[src/rtl/dht_pkg.sv]
package dht_pkg;
   // Mask layout choices for the per-size bank masks
   localparam int unsigned MASK_SPREAD = 0;  // 0000/0001/0101/0111/1111 layout
   localparam int unsigned MASK_LOWBIT = 1;  // contiguous low-order bits

   // Count of legal cluster sizes for a given tile index width
   function automatic int unsigned num_sizes(input int unsigned tile_bits);
      return tile_bits + 1;
   endfunction
endpackage

[src/rtl/dht_mask_rom.sv]
// Bank mask for one cluster size index (0 = single bank ... TILE_BITS = all banks)
module dht_mask_rom #(
   parameter int unsigned TILE_BITS  = 4,
   parameter int unsigned IDX_W      = 3,
   parameter int unsigned MASK_STYLE = dht_pkg::MASK_SPREAD
) (
   input  logic [IDX_W-1:0]     size_idx,
   output logic [TILE_BITS-1:0] mask
);
   generate
      if (MASK_STYLE == dht_pkg::MASK_SPREAD) begin : g_spread
         if (TILE_BITS != 4) begin : g_bad_width
            $error("spread mask layout is defined for 4 tile bits only");
         end
         logic [3:0] tbl;
         always_comb begin
            case (size_idx)
               IDX_W'(0): tbl = 4'b0000;
               IDX_W'(1): tbl = 4'b0001;
               IDX_W'(2): tbl = 4'b0101;
               IDX_W'(3): tbl = 4'b0111;
               default:   tbl = 4'b1111;
            endcase
         end
         assign mask = TILE_BITS'(tbl);
      end else begin : g_lowbit
         always_comb begin
            for (int i = 0; i < int'(TILE_BITS); i++) begin
               mask[i] = (i < int'(size_idx));
            end
         end
      end
   endgenerate
endmodule

[src/rtl/dht_tile_select.sv]
// Picks address bits where the mask is set and core bits elsewhere
module dht_tile_select #(
   parameter int unsigned TILE_BITS = 4
) (
   input  logic [TILE_BITS-1:0] home_bits,
   input  logic [TILE_BITS-1:0] core_bits,
   input  logic [TILE_BITS-1:0] mask,
   output logic [TILE_BITS-1:0] tile
);
   assign tile = (home_bits & mask) | (core_bits & ~mask);
endmodule

[src/rtl/dht_candidate_union.sv]
// Union of home tiles over every legal cluster size, plus its population count
module dht_candidate_union #(
   parameter int unsigned TILE_BITS  = 4,
   parameter int unsigned IDX_W      = 3,
   parameter int unsigned CNT_W      = 3,
   parameter int unsigned MASK_STYLE = dht_pkg::MASK_SPREAD
) (
   input  logic [TILE_BITS-1:0]        home_bits,
   input  logic [TILE_BITS-1:0]        core_bits,
   output logic [(1<<TILE_BITS)-1:0]   cand,
   output logic [CNT_W-1:0]            cand_cnt
);
   localparam int unsigned NUM_TILES = 1 << TILE_BITS;
   localparam int unsigned NUM_SIZES = dht_pkg::num_sizes(TILE_BITS);

   logic [TILE_BITS-1:0] size_mask [NUM_SIZES];
   logic [TILE_BITS-1:0] size_tile [NUM_SIZES];
   logic [NUM_TILES-1:0] size_hot  [NUM_SIZES];

   generate
      for (genvar k = 0; k < int'(NUM_SIZES); k++) begin : g_size
         dht_mask_rom #(
            .TILE_BITS (TILE_BITS),
            .IDX_W     (IDX_W),
            .MASK_STYLE(MASK_STYLE)
         ) u_rom (
            .size_idx(IDX_W'(k)),
            .mask    (size_mask[k])
         );
         dht_tile_select #(.TILE_BITS(TILE_BITS)) u_sel (
            .home_bits(home_bits),
            .core_bits(core_bits),
            .mask     (size_mask[k]),
            .tile     (size_tile[k])
         );
         assign size_hot[k] = NUM_TILES'(1) << size_tile[k];
      end
   endgenerate

   always_comb begin
      cand = '0;
      for (int k = 0; k < int'(NUM_SIZES); k++) begin
         cand = cand | size_hot[k];
      end
   end

   always_comb begin
      cand_cnt = '0;
      for (int t = 0; t < int'(NUM_TILES); t++) begin
         cand_cnt = cand_cnt + CNT_W'(cand[t]);
      end
   end
endmodule

[src/rtl/dht_candidate_gen.sv]
module dht_candidate_gen #(
   parameter int unsigned TILE_BITS  = 4,
   parameter int unsigned CODE_W     = 3,
   parameter int unsigned MASK_STYLE = dht_pkg::MASK_SPREAD
) (
   input  logic                         clk,
   input  logic                         rst_n,
   input  logic                         req_valid,
   input  logic [TILE_BITS-1:0]         home_sel,
   input  logic [TILE_BITS-1:0]         core_id,
   input  logic [CODE_W-1:0]            size_code,
   output logic                         res_valid,
   output logic [TILE_BITS-1:0]         cur_tile,
   output logic [TILE_BITS-1:0]         static_tile,
   output logic [(1<<TILE_BITS)-1:0]    cand_set,
   output logic [$clog2(TILE_BITS+2)-1:0] cand_num,
   output logic                         size_err
);
   localparam int unsigned NUM_TILES = 1 << TILE_BITS;
   localparam int unsigned NUM_SIZES = dht_pkg::num_sizes(TILE_BITS);
   localparam int unsigned CNT_W     = $clog2(NUM_SIZES + 1);
   localparam int unsigned TOP_IDX   = NUM_SIZES - 1;

   generate
      if (TILE_BITS < 1 || TILE_BITS > 8) begin : g_chk_tiles
         $error("TILE_BITS must lie in 1..8");
      end
      if (CODE_W < $clog2(NUM_SIZES)) begin : g_chk_code
         $error("CODE_W too narrow for all cluster sizes");
      end
   endgenerate

   // Illegal codes fall back to the full-width cluster
   logic              code_bad;
   logic [CODE_W-1:0] size_idx;
   assign code_bad = (size_code > CODE_W'(TOP_IDX));
   assign size_idx = code_bad ? CODE_W'(TOP_IDX) : size_code;

   logic [TILE_BITS-1:0] cur_mask;
   logic [TILE_BITS-1:0] cur_next;
   logic [NUM_TILES-1:0] cand_next;
   logic [CNT_W-1:0]     cnt_next;

   dht_mask_rom #(
      .TILE_BITS (TILE_BITS),
      .IDX_W     (CODE_W),
      .MASK_STYLE(MASK_STYLE)
   ) u_cur_rom (
      .size_idx(size_idx),
      .mask    (cur_mask)
   );

   dht_tile_select #(.TILE_BITS(TILE_BITS)) u_cur_sel (
      .home_bits(home_sel),
      .core_bits(core_id),
      .mask     (cur_mask),
      .tile     (cur_next)
   );

   dht_candidate_union #(
      .TILE_BITS (TILE_BITS),
      .IDX_W     (CODE_W),
      .CNT_W     (CNT_W),
      .MASK_STYLE(MASK_STYLE)
   ) u_union (
      .home_bits(home_sel),
      .core_bits(core_id),
      .cand     (cand_next),
      .cand_cnt (cnt_next)
   );

   always_ff @(posedge clk) begin
      if (!rst_n) begin
         res_valid   <= 1'b0;
         cur_tile    <= '0;
         static_tile <= '0;
         cand_set    <= '0;
         cand_num    <= '0;
         size_err    <= 1'b0;
      end else begin
         res_valid <= req_valid;
         if (req_valid) begin
            cur_tile    <= cur_next;
            static_tile <= home_sel;
            cand_set    <= cand_next;
            cand_num    <= cnt_next;
            size_err    <= code_bad;
         end
      end
   end
endmodule

[config.mk]
export PLATFORM = sky130hd
export DESIGN_NAME = dht_candidate_gen
export DESIGN_NICKNAME = d
export VERILOG_FILES = /design/src/rtl/dht_pkg.sv /design/src/rtl/dht_mask_rom.sv /design/src/rtl/dht_tile_select.sv /design/src/rtl/dht_candidate_union.sv /design/src/rtl/dht_candidate_gen.sv
export SDC_FILE = /design/constraint.sdc
export NUM_CORES = 1
export LEC_CHECK = 0
export BUFFER_PORTS_ARGS = -buffer_cell sky130_fd_sc_hd__clkbuf_2
export CORE_ASPECT_RATIO = 0.5
export CORE_MARGIN = 2
export CORE_UTILIZATION = 46
export DETAILED_ROUTE_END_ITERATION = 10
export PLACE_DENSITY = 0.77
export SYNTH_ARGS = -nofsm -noshare
export SYNTH_HDL_FRONTEND = slang
export SYNTH_SLANG_ARGS = --single-unit
export TNS_END_PERCENT = 30
[constraint.sdc]
create_clock -name clk -period 4.9 [get_ports clk]
set_input_delay 0.735 -clock clk [delete_from_list [all_inputs] [get_ports clk]]
set_output_delay 0.735 -clock clk [all_outputs]
set_load 0.02 [all_outputs]
# Yosys cells after proc, flatten, opt, wreduce, memory -nomap -nowiden
# Index checks and enable logic that the tools add are counted.
[totals]
out_inout_bits = 29
mem_bits_ro = 0
latchBits = 0
n_memories = 0
ramBits = 0
register_bits = 29
elab_cells = 44
inputBits = 14
[op_classes]
addsub = 15
n_reduce_logical = 1
n_bitwise = 11
n_eq_ne = 3
n_lt_le_gt_ge = 1
div = 0
n_mul = 0
n_shift = 5
muxes = 2
[ops]
columns = ["op", "n"]
rows = [
  ["$shl A1 B4 Y16 const A", 5],
  ["$or A16 B16 Y16", 4],
  ["$add A3 B1 Y3", 14],
  ["$pmux W4 S4", 1],
  ["$and A4 B4 Y4", 2],
  ["$or A3 B4 Y4", 2],
  ["$eq A3 B2 Y1 const B", 2],
  ["$not A4 Y4", 1],
  ["$or A1 B4 Y4", 1],
  ["$or A4 B4 Y4", 1],
  ["$eq A3 B1 Y1 const B", 1],
  ["$gt A3 B3 Y1 const B", 1],
  ["$logic_not A3 Y1", 1],
  ["$mux W3", 1],
  ["$add A1 B1 Y2", 1],
]

# Longest topological paths before layout
# Gate-level depths: netlist (run 1).
[depth]
depth_word = 21
ltp_mapped = 17
mapped_depth_nobuf = 15

# By module
# Synthesis (run 1) repeated with hierarchy kept, for this count alone.
[hier_totals]
hier_cells = 301
hier_area_um2 = 2760.1
[by_module_without_submodules]
columns = ["mod", "seq_area_each_um2", "instances", "area_per_inst_um2", "cells_per_inst"]
rows = [
  ["dht_candidate_gen", 580.6, 1, 1139.8, 97],
  ["dht_candidate_union", 0.0, 1, 1109.8, 156],
  ["dht_tile_select", 0.0, 6, 60.1, 4],
  ["dht_mask_rom", 0.0, 6, 25.0, 4],
]

# Least setup slack after synthesis (run 1)
# Ideal clock, no wire load.
[synth_path]
path_type = "input port to flip-flop"
from = "input core_id[0]"
to = "register cand_num[2]"
n_path_buf = 1
path_slack_ps = -195
t_required_ps = 4764
cell_stages = 16
setup_ps = 136
arrival_time_ps = 4959
cell_sequence = "buf_4 -> nor3b_2 -> a211oi_1 -> o21ai_1 -> ha_1 -> fa_1 -> fa_1 -> inv_1 -> fa_1 -> inv_1 -> fa_1 -> fa_1 -> fa_1 -> xnor2_1 -> xnor2_1 -> a21oi_1"
[synth_between]
elab_chain_len = 20
[synth_lines]
columns = ["item", "line_no", "rtl"]
rows = [
  ["start, declared", "dht_candidate_gen.sv:10", "input logic [TILE_BITS-1:0] core_id,"],
  ["$shl A1 B4 Y16", "dht_candidate_union.sv:36", "assign size_hot[k] = NUM_TILES'(1) << size_tile[k];"],
  ["$or A16 B16 Y16 (4 in series)", "dht_candidate_union.sv:43", "cand = cand | size_hot[k];"],
  ["named net cand_next[1]", "dht_candidate_gen.sv:41", "logic [NUM_TILES-1:0] cand_next;"],
  ["$add A1 B1 Y2", "dht_candidate_union.sv:50", "cand_cnt = cand_cnt + CNT_W'(cand[t]);"],
  ["$add A3 B1 Y3 (14 in series)", "dht_candidate_union.sv:50", ""],
  ["end signal, assigned", "dht_candidate_gen.sv:86", "cand_num <= cnt_next;"],
  ["end, declared", "dht_candidate_gen.sv:16", "output logic [$clog2(TILE_BITS+2)-1:0] cand_num,"],
]
# The timed path passes the listed nets, and every way through them passes these cells.
# A chain may end at the register's enable or synchronous reset.

# Final worst setup path (run 1)
[layout_path]
from = "input home_sel[1]"
to = "register cand_num[2]"
[layout_between]
elab_cells_between_ends = 20
classes_between = "15 x add/sub; 2 x shift; 3 x bitwise"
[layout_lines]
columns = ["item", "line_no", "rtl"]
rows = [
  ["start, declared", "dht_candidate_gen.sv:9", "input logic [TILE_BITS-1:0] home_sel,"],
  ["$or A3 B4 Y4", "dht_tile_select.sv:10", "assign tile = (home_bits & mask) | (core_bits & ~mask);"],
  ["$shl A1 B4 Y16", "dht_candidate_union.sv:36", ""],
  ["$or A16 B16 Y16", "dht_candidate_union.sv:43", ""],
  ["$or A16 B16 Y16 (*)", "dht_candidate_union.sv:43", ""],
  ["named net cand_next[6]", "dht_candidate_gen.sv:41", ""],
  ["$add A3 B1 Y3 (*) (10 in series)", "dht_candidate_union.sv:50", ""],
]
# The timed path passes the listed nets; every way through them passes the cells marked *.

==> run metrics, run 1 <==
CTS tree done; worst hold path type flip-flop to flip-flop; mux contribution to synthesized area 4.756%; fillers 379; max incr delay on CP 0.56 ns; worst skew pair latency 0.28 ns; VDD IR max 0.1429 mV; unrepaired setup endpoints after global routing yes; post-layout util 64.51%; Routed WL 6.245 mm; CP max FO 5; pins over their slew limit 0; cell taking the most area after synthesis dfxtp_1; Buffers on Ports 42; Synth Net Count 261; Slew headroom 44.21%; Cell Pwr Density 317.7 nW/um2; NumNets Final 336; Netlist Area Pre-Place 2105 um2; drt drc 0; total track usage 26.11%; Synth cell types 52; final hold violation count 0; detailed placer's ending HPWL 4.839 mm; Async S/R FF share, synth 0%; CTS Sinks 29; drt initial violations 145; DP Worst Slack -0.3703 ns; largest net degree at the start of global routing 43; EDFF count, synth 0; Area growth syn-to-layout 34.96%; #FFs+latches synth 29; worst-path cell chain clkbuf_4 > o21a_1 > a211o_1 > a22o_1 > fa_1 > fa_1 > inv_2 > fa_1 > inv_1 > fa_1 > fa_2 > fa_2 > xnor2_2 > xnor2_1 > a21oi_1; sequential fraction of the synthesis area 27.59%; Slew @ Worst Pin 0.8368 ns; XOR/XNOR share of the synthesized area 1.249%; top cells by area, synth dfxtp_1 28%, fa_1 9.5%, o211ai_1 5.7%; Setup-failing EPs final 0; final worst path period share 99.26%; RePlAce Congestion 0.8931; top cell type's share of synthesized area 27.59%; commonest cells after routing, fill and taps aside 49 x buf_4, 36 x clkbuf_2, 29 x dfxtp_1; layout cells sized above 1 39.23%; f_max 205.6 MHz; Register Area 580.6 um2; die width 99.66 um; Post-Synth Adder-Cell Area 10.70%; largest family of logic cells by synthesized area compound AO/OA/AOI/OAI gates; Max Cap Violations 0; Boundary Pins 43; Min Clock Period, post-route 4.864 ns; cts bufs inserted 5; most common cell after layout, fill and taps aside buf_4; skew final 0 ns; initial antenna violation count 0; WP data arrival 5.01 ns; Via density 5.772; GR Overflow Total 0; clk root buf clkbuf_8; Lkg Pwr 1.260 nW; Synth Area in Compound Gates 32.22%; DIE HEIGHT 51.83 um; CP bufs+invs 3; critical path class input port to flip-flop; H-tree Lvls 2; crit start category input port; Most used DFF post-synth dfxtp_1; routed wl met2 2.579 mm; # rows 17; multi-input logic area 1421 um2; CTS max path bufs 2; Worst Setup Slack, final 0.03621 ns; Crit-path slowest cell fa_1; Yosys warning count 0; antenna viol nets, final 0; vias in the first global route 2065; CORE AREA 4403 um2; clk slew on worst S/H paths 0.06 ns; Total Die Area 5165 um2; met1 wire length 3.010 mm; CTS Hold Bufs 0; simple logic cell fraction of the synthesized area 16.11%; initial core utilization 47.80%; WL met3 596 um; CP endpoint kind flip-flop; TritonRoute pass-1 iters 4; first-pass GRT wire length 10.41 mm; # diodes 0; Syn Area/Cell 8.955 um2; Routed WL per cell 16.97 um; Worst path top cell family by delay adder cells; outcome completed; Post-Synthesis Cells 235; Crit path top cell by count fa_1; Crit path required time 5.04 ns; Max Used Layer met4; via count 2124
[worst min-delay path, stage by stage (launching register included)]
cell	delay (ns)
dfxtp_1	0.31
nand2_1	0.06
a21oi_1	0.06
[layer usage]
| metal | vias to the layer above | GRT usage, % |
|---|---|---|
| met5 | - | 0 |
| met4 | 0 | 7.306 |
| met3 | 8 | 4.435 |
| met2 | 98 | 37.73 |
| met1 | 1001 | 39.77 |
| li1 | 1017 | - |
[area by class of cell]
class	count	area share, %
repair buffers	90	21.59
well taps	57	2.511
clock inverters	1	1.057
inverters	10	1.322
flip-flops and latches	29	20.44
clock buffers	7	3.040
multi-input cells	174	50.04
[cell usage after synthesis, types with 5 or more instances]
cell	count
o21ai_0	17
fa_1	10
a21oi_1	12
buf_2	10
dfxtp_1	29
a211oi_1	6
and3b_1	6
o211ai_1	16
clkbuf_1	8
a31oi_1	5
nor2_1	14
nand2_1	19
o21ai_1	7
inv_1	7
mux2i_1	10
[path summary, 6_finish.rpt]
| kind | slack, ns | end | startpoint | depth (start not counted) |
|---|---|---|---|---|
| max | 0.04 | cand_num[2] | home_sel[1] | 15 |
| min | 0.47 | size_err | size_err | 2 |
| max reg2reg | 4.17 | cand_set[4] | cand_set[4] | 2 |
| min reg2reg | 0.47 | size_err | size_err | 2 |
[report_power, final]
group | leakage (nW) | total [mW] | internal [mW] | switching (mW)
Sequential | 0.240 | 0.272 | 0.260 | 0.0119
Combinational | 0.962 | 0.370 | 0.168 | 0.203
Clock | 0.0585 | 0.260 | 0.166 | 0.0947
[state kept, by name, indices dropped and copies added, names as in the netlist]
signal / count
cand_set: 16
cur_tile: 4
static_tile: 4
cand_num: 3
res_valid: 1
size_err: 1
[repair_timing]
action	CTS	global route
setup buffers	0	1
gates cloned	0	0
hold endpoints to repair	0	0
pin swaps	2	12
gates resized for setup	4	26
endpoints found under the setup margin	1	2
[per-stage QoR]
step	total power, mW	std cells	cell area, um2	setup TNS (ns)	hold slack, ns
detailed placement	0.6214	359	2634	-0.5636	0.4755
floorplan	0.5090	235	2120	0	0.5377
finish	0.9025	368	2840	0	0.4744
global route	0.9575	368	2840	-0.1121	0.5156
CTS	0.8946	367	2765	0	0.4848
global placement	0.6033	359	2634	-0.2274	0.4485
[cells by family after synthesis]
group                      Yosys count
buffers and inverters               32
DFF                                 29
xor gates and xnor gates             3
muxes                               10
adders and majority gates           12
and+or+nand+nor                     58
AOI/OAI and AO/OA                   91
No activity file was read; power rests on OpenSTA's default activity.
==> inputs of run 2 (changes only) <==
CORE_UTILIZATION = 35   (was 46)
GPL_ROUTABILITY_DRIVEN = 0   (was unset)
PLACE_DENSITY = 0.63   (was 0.77)
==> run metrics, run 2 (synthesized netlist as in run 1, its figures left out) <==
CTS tree done (unchanged); worst-path cell chain buf_12 > buf_12 > and3b_1 > a211o_1 > a22o_1 > fa_1 > fa_1 > inv_2 > fa_1 > inv_2 > fa_1 > fa_2 > fa_2 > xnor2_2 > xnor2_1 > a21oi_1 (was clkbuf_4 > o21a_1 > a211o_1 > a22o_1 > fa_1 > fa_1 > inv_2 > fa_1 > inv_1 > fa_1 > fa_2 > fa_2 > xnor2_2 > xnor2_1 > a21oi_1); Worst R2R End cand_set[5] (was cand_set[4]); vias in the first global route 2124 (was 2065); Min Clock Period, post-route 4.877 ns (was 4.864 ns); GR Overflow Total 0 (unchanged); # diodes 0 (unchanged); commonest cells after routing, fill and taps aside 48 x buf_4, 38 x clkbuf_2, 29 x dfxtp_1 (was 49 x buf_4, 36 x clkbuf_2, 29 x dfxtp_1); pins over their slew limit 0 (unchanged); DIE HEIGHT 58.83 um (was 51.83 um); Worst R2R Path Depth 2 (unchanged); VDD IR max 0.1265 mV (was 0.1429 mV); critical path class input port to flip-flop (unchanged); Fin Setup TNS 0 ns (unchanged); antenna viol nets, final 0 (unchanged); layout cells sized above 1 41.82% (was 39.23%); Via density 5.621 (was 5.772); Total Die Area 6687 um2 (was 5165 um2); reg2reg start cand_set[5] (was cand_set[4]); outcome completed (unchanged); total track usage 20.83% (was 26.11%); Routed WL per cell 17.39 um (was 16.97 um); hold endpoint size_err (unchanged); Crit-path slowest cell fa_1 (unchanged); unrepaired setup endpoints after global routing yes (unchanged); largest net degree at the start of global routing 43 (unchanged); drt drc 0 (unchanged); Slew @ Worst Pin 0.8666 ns (was 0.8368 ns); final worst path period share 99.54% (was 99.26%); HP Start size_err (unchanged); drt initial violations 191 (was 145); die width 113.7 um (was 99.66 um); Crit path required time 5.03 ns (was 5.04 ns); Slew headroom 42.23% (was 44.21%); f_max 205.0 MHz (was 205.6 MHz); Crit path top cell by count fa_1 (unchanged); clk slew on worst S/H paths 0.05 ns (was 0.06 ns); final cell count without fillers 391 (was 368); Routed WL 6.800 mm (was 6.245 mm); final hold violation count 0 (unchanged); initial core utilization 37.35% (was 47.80%); skew final 0 ns (unchanged); CP endpoint kind flip-flop (unchanged); most common cell after layout, fill and taps aside buf_4 (unchanged); Setup-failing EPs final 0 (unchanged); WP data arrival 5.00 ns (was 5.01 ns); biggest regs cand_set: 16 flops, cur_tile: 4 flops, static_tile: 4 flops (unchanged); Max Cap Violations 0 (unchanged); max incr delay on CP 0.57 ns (was 0.56 ns); fillers 501 (was 379); cts bufs inserted 5 (unchanged); worst skew pair latency 0.27 ns (was 0.28 ns); H-tree Lvls 2 (unchanged); Area growth syn-to-layout 42.57% (was 34.96%); initial antenna violation count 0 (unchanged); NumNets Final 343 (was 336); via count 2198 (was 2124); Reg2Reg Setup Slack 4.16 ns (was 4.17 ns); detailed placer's ending HPWL 4.932 mm (was 4.839 mm); # rows 19 (was 17); CP max FO 10 (was 5); Worst Setup SP core_id[2] (was home_sel[1]); CORE AREA 5634 um2 (was 4403 um2); CTS Sinks 29 (unchanged); post-layout util 53.25% (was 64.51%); largest register by flop count cand_set (unchanged); max reg flops 16 (unchanged); Lkg Pwr 1.326 nW (was 1.260 nW); Buffers on Ports 42 (unchanged); crit start category input port (unchanged); worst hold path type flip-flop to flip-flop (unchanged); placed instance count 370 (was 359); CTS max path bufs 2 (unchanged); multi-input logic area 1441 um2 (was 1421 um2); Register Area 580.6 um2 (unchanged); TritonRoute pass-1 iters 5 (was 4); first-pass GRT wire length 10.71 mm (was 10.41 mm); Boundary Pins 43 (unchanged); Cell Pwr Density 316.3 nW/um2 (was 317.7 nW/um2); clk root buf clkbuf_16 (was clkbuf_8); Hold Crit Depth 2 (unchanged)
run 2: changes by cell type in the layout (fill, tap and decap cells not counted), sizes merged:
cell / previous run / this run
bufinv: 1 / 0
clkinvlp: 0 / 1
clkinv: 1 / 3
clkbuf: 44 / 43
buf: 53 / 59
run 2: what timing repair did:
item	4_1_cts	5_1_grt
buffers inserted	1	12
setup endpoints to repair	1	2
resized for setup	9	25
hold buffers	0	0
pin swaps	4	21
run 2: metal layers:
layer	vias up	global-route usage [%]	share of wire, %
met5	-	0	0
met2	105	31.14	43
met4	0	6.620	1.5
met1	1047	29.87	48
met3	14	5.046	8.1
li1	1032	-	-
run 2: stage by stage:
stage / power, mW / cell area (um2) / setup WS (ns) / hold slack (ns)
floorplan: 0.5090 / 2120 / 0.0004188 / 0.5377
global placement: 0.6015 / 2641 / -0.2556 / 0.4526
global route: 0.9992 / 3000 / -0.09801 / 0.5187
detailed placement: 0.6154 / 2641 / -0.4111 / 0.4598
finish: 0.9490 / 3000 / 0.02271 / 0.4629
CTS: 0.9252 / 2836 / 0.01326 / 0.4676
run 2: how the worst max path moves through the flow:
stage / endpoint / slack, ns / cells after the start
after floorplan: cand_num[2] / 0.0004 / 16
after global placement: cand_num[2] / -0.26 / 16
after detailed placement: cand_num[2] / -0.41 / 16
after CTS: cand_num[2] / 0.01 / 16
after global routing: cand_num[2] / -0.1 / 16
final: cand_num[2] / 0.02 / 16
run 2: layout make-up:
| type | count | area share [%] |
|---|---|---|
| clock buffer | 5 | 4.170 |
| tap | 73 | 3.044 |
| sequential | 29 | 19.35 |
| timing repair buffer | 97 | 23.56 |
| inverter | 10 | 1.251 |
| clock inverter | 3 | 0.5838 |
| multi-input combinational | 174 | 48.04 |
run 2: worst max-delay path: cells and delay by family:
| family | cells | cell delay, ns |
|---|---|---|
| adder cells (fa/ha/maj) | 6 | 2.83 |
| AO/OA/AOI/OAI | 3 | 0.61 |
| XOR/XNOR | 2 | 0.35 |
| buffers and inverters | 4 | 0.32 |
| AND/OR/NAND/NOR | 1 | 0.16 |
run 2: where the power goes:
part / total, mW / internal, mW / switching, mW
Combinational: 0.381 / 0.175 / 0.206
Sequential: 0.273 / 0.260 / 0.0125
Clock: 0.295 / 0.186 / 0.110
Total: 0.949 / 0.621 / 0.328
==> inputs of run 3 (changes only) <==
PLACE_DENSITY = 0.61   (was 0.63)
clock period = 5.3 ns   (was 4.9 ns; I/O delays follow)
==> run metrics, run 3 (synthesized netlist as in run 1, its figures left out) <==
Worst Setup Slack, final 0.2724 ns (was 0.02271 ns); Min Clock Period, post-route 5.028 ns; CP max FO 14 (was 10); via count 2051 (was 2198); die width 113.7 um (unchanged); final worst path period share 94.86%; crit start category input port (unchanged); worst skew pair latency 0.27 ns (about the same); met1 Use GR 28.96% (was 29.87%); Crit path top cell by count fa_1 (unchanged); DP Worst Slack -0.1056 ns (was -0.4111 ns); Slew headroom 43.14% (was 42.23%); biggest regs cand_set: 16 flops, cur_tile: 4 flops, static_tile: 4 flops (unchanged); Buffers on Ports 42 (unchanged); CORE AREA 5634 um2 (unchanged); clk slew on worst S/H paths 0.05 ns (about the same); layout cells sized above 1 33.22% (was 41.82%); CTS max path bufs 2 (unchanged); # rows 19 (unchanged); final hold violation count 0 (unchanged); detailed placer's ending HPWL 4.523 mm (was 4.932 mm); vias in the first global route 1911 (was 2124); pins over their slew limit 0 (unchanged); CP endpoint kind flip-flop (unchanged); first-pass GRT wire length 10.07 mm (was 10.71 mm); Total Die Area 6687 um2 (unchanged); worst-path cell chain clkbuf_2 > buf_4 > o21a_1 > a211o_1 > a22o_1 > fa_1 > fa_1 > inv_1 > fa_1 > inv_1 > fa_1 > fa_1 > fa_1 > xnor2_2 > xnor2_1 > a21oi_1 (was buf_12 > buf_12 > and3b_1 > a211o_1 > a22o_1 > fa_1 > fa_1 > inv_2 > fa_1 > inv_2 > fa_1 > fa_2 > fa_2 > xnor2_2 > xnor2_1 > a21oi_1); Cell Pwr Density 327.9 nW/um2 (was 316.3 nW/um2); Lkg Pwr 1.190 nW (was 1.326 nW); skew final 0 ns (unchanged); Boundary Pins 43 (unchanged); met2 Use GR 27.20% (was 31.14%); Crit path required time 5.42 ns (was 5.03 ns); DIE HEIGHT 58.83 um (unchanged); CTS Sinks 29 (unchanged); Worst R2R End cand_set[5] (unchanged); crit path to cand_num[2] (unchanged); Hold Crit Depth 2 (unchanged); largest register by flop count cand_set (unchanged); VDD IR max 0.1013 mV (was 0.1265 mV); reg2reg start cand_set[5] (unchanged); antenna viol nets, final 0 (unchanged); NumNets Final 317 (was 343); Area growth syn-to-layout 30.26% (was 42.57%); max reg flops 16 (unchanged); Worst Setup SP core_id[1] (was core_id[2]); outcome completed (unchanged); TritonRoute pass-1 iters 4 (was 5); total track usage 19.43% (was 20.83%); initial core utilization 37.35% (unchanged); Via density 5.619 (was 5.621); Routed WL per cell 16.27 um (was 17.39 um); Max Cap Violations 0 (unchanged); critical path class input port to flip-flop (unchanged); CTS tree done (unchanged); GRT Max-Usage Layer met1 (was met2); initial antenna violation count 0 (unchanged); Reg2Reg Setup Slack 4.55 ns (was 4.16 ns); worst hold margin 0.4666 ns (was 0.4629 ns); largest net degree at the start of global routing 43 (unchanged); # diodes 0 (unchanged); GR Overflow Total 0 (unchanged); clk root buf clkbuf_16 (unchanged); f_max 198.9 MHz; final cell count without fillers 365 (was 391); Slew @ Worst Pin 0.8530 ns (was 0.8666 ns); cts bufs inserted 5 (unchanged); Worst R2R Path Depth 2 (unchanged); met3 Track Usage GR 4.943% (was 5.046%); drt drc 0 (unchanged); Setup-failing EPs final 0 (unchanged); most common cell after layout, fill and taps aside clkbuf_2 (was buf_4); placed instance count 357 (was 370); CTS Hold Bufs 0 (unchanged); drt initial violations 202 (was 191); Crit-path slowest cell fa_1 (unchanged); H-tree Lvls 2 (unchanged); commonest cells after routing, fill and taps aside 42 x clkbuf_2, 29 x dfxtp_1, 25 x buf_4 (was 48 x buf_4, 38 x clkbuf_2, 29 x dfxtp_1); worst hold path type flip-flop to flip-flop (unchanged); WP data arrival 5.15 ns (was 5.00 ns); max incr delay on CP 0.52 ns (was 0.57 ns); Routed WL 5.939 mm (was 6.800 mm)
run 3: cell count changes in the layout (fill, tap and decap cells not counted), sizes merged:
| cell | before | now |
|---|---|---|
| buf | 59 | 29 |
| clkbuf | 43 | 49 |
| clkinvlp | 1 | 0 |
| bufinv | 0 | 1 |
| clkinv | 3 | 1 |
run 3: layout make-up:
class,count,area (um2)
Clock inverter,1,30.03
Inverter,10,37.54
Multi-Input combinational cell,174,1381
Clock buffer,7,142.6
Tap cell,73,91.34
Timing Repair Buffer,71,478.0
Fill cell,513,2893
Sequential cell,29,580.6
run 3: how the worst min path moves through the flow:
stage | from | end | slack (ns)
floorplan | size_err | size_err | 0.54
global placement | size_err | size_err | 0.45
detailed placement | size_err | size_err | 0.46
CTS | size_err | size_err | 0.47
global route | size_err | size_err | 0.50
finish | size_err | size_err | 0.47
run 3: where the power goes:
| part | internal (mW) | total [mW] | switching [mW] |
|---|---|---|---|
| Combinational | 0.139 | 0.315 | 0.176 |
| Clock | 0.234 | 0.333 | 0.0987 |
| Sequential | 0.241 | 0.251 | 0.0103 |
run 3: per-layer routing:
| layer | part of all wire [%] | vias up | wire length [um] |
|---|---|---|---|
| li1 | - | 985 | - |
| met1 | 47 | 969 | 2815 |
| met2 | 41 | 88 | 2435 |
| met3 | 10 | 9 | 611 |
| met4 | 1.3 | 0 | 77 |
| met5 | 0 | - | 0 |
run 3: stage by stage:
stage | util, % | power [mW] | area, um2 | TNS [ns]
3_5_place_dp | 45.37 | 0.5631 | 2556 | -0.1056
4_1_cts | 48.43 | 0.8948 | 2729 | 0
2_1_floorplan | - | 0.4699 | 2105 | 0
5_1_grt | 48.66 | 0.9527 | 2741 | -0.003468
6_report | 48.66 | 0.8989 | 2741 | 0
3_3_place_gp | 45.37 | 0.5560 | 2556 | 0
run 3: critical path, delay by kind of cell:
kind,cells,cell delay [ns]
XOR/XNOR,2,0.29
adder cells (fa/ha/maj),6,2.82
AO/OA/AOI/OAI,4,0.78
buffers and inverters,4,0.45
run 3: repair_timing:
item	in CTS	in global routing
buffers inserted	0	0
gates resized for setup	0	2
endpoints found under the setup margin	0	1
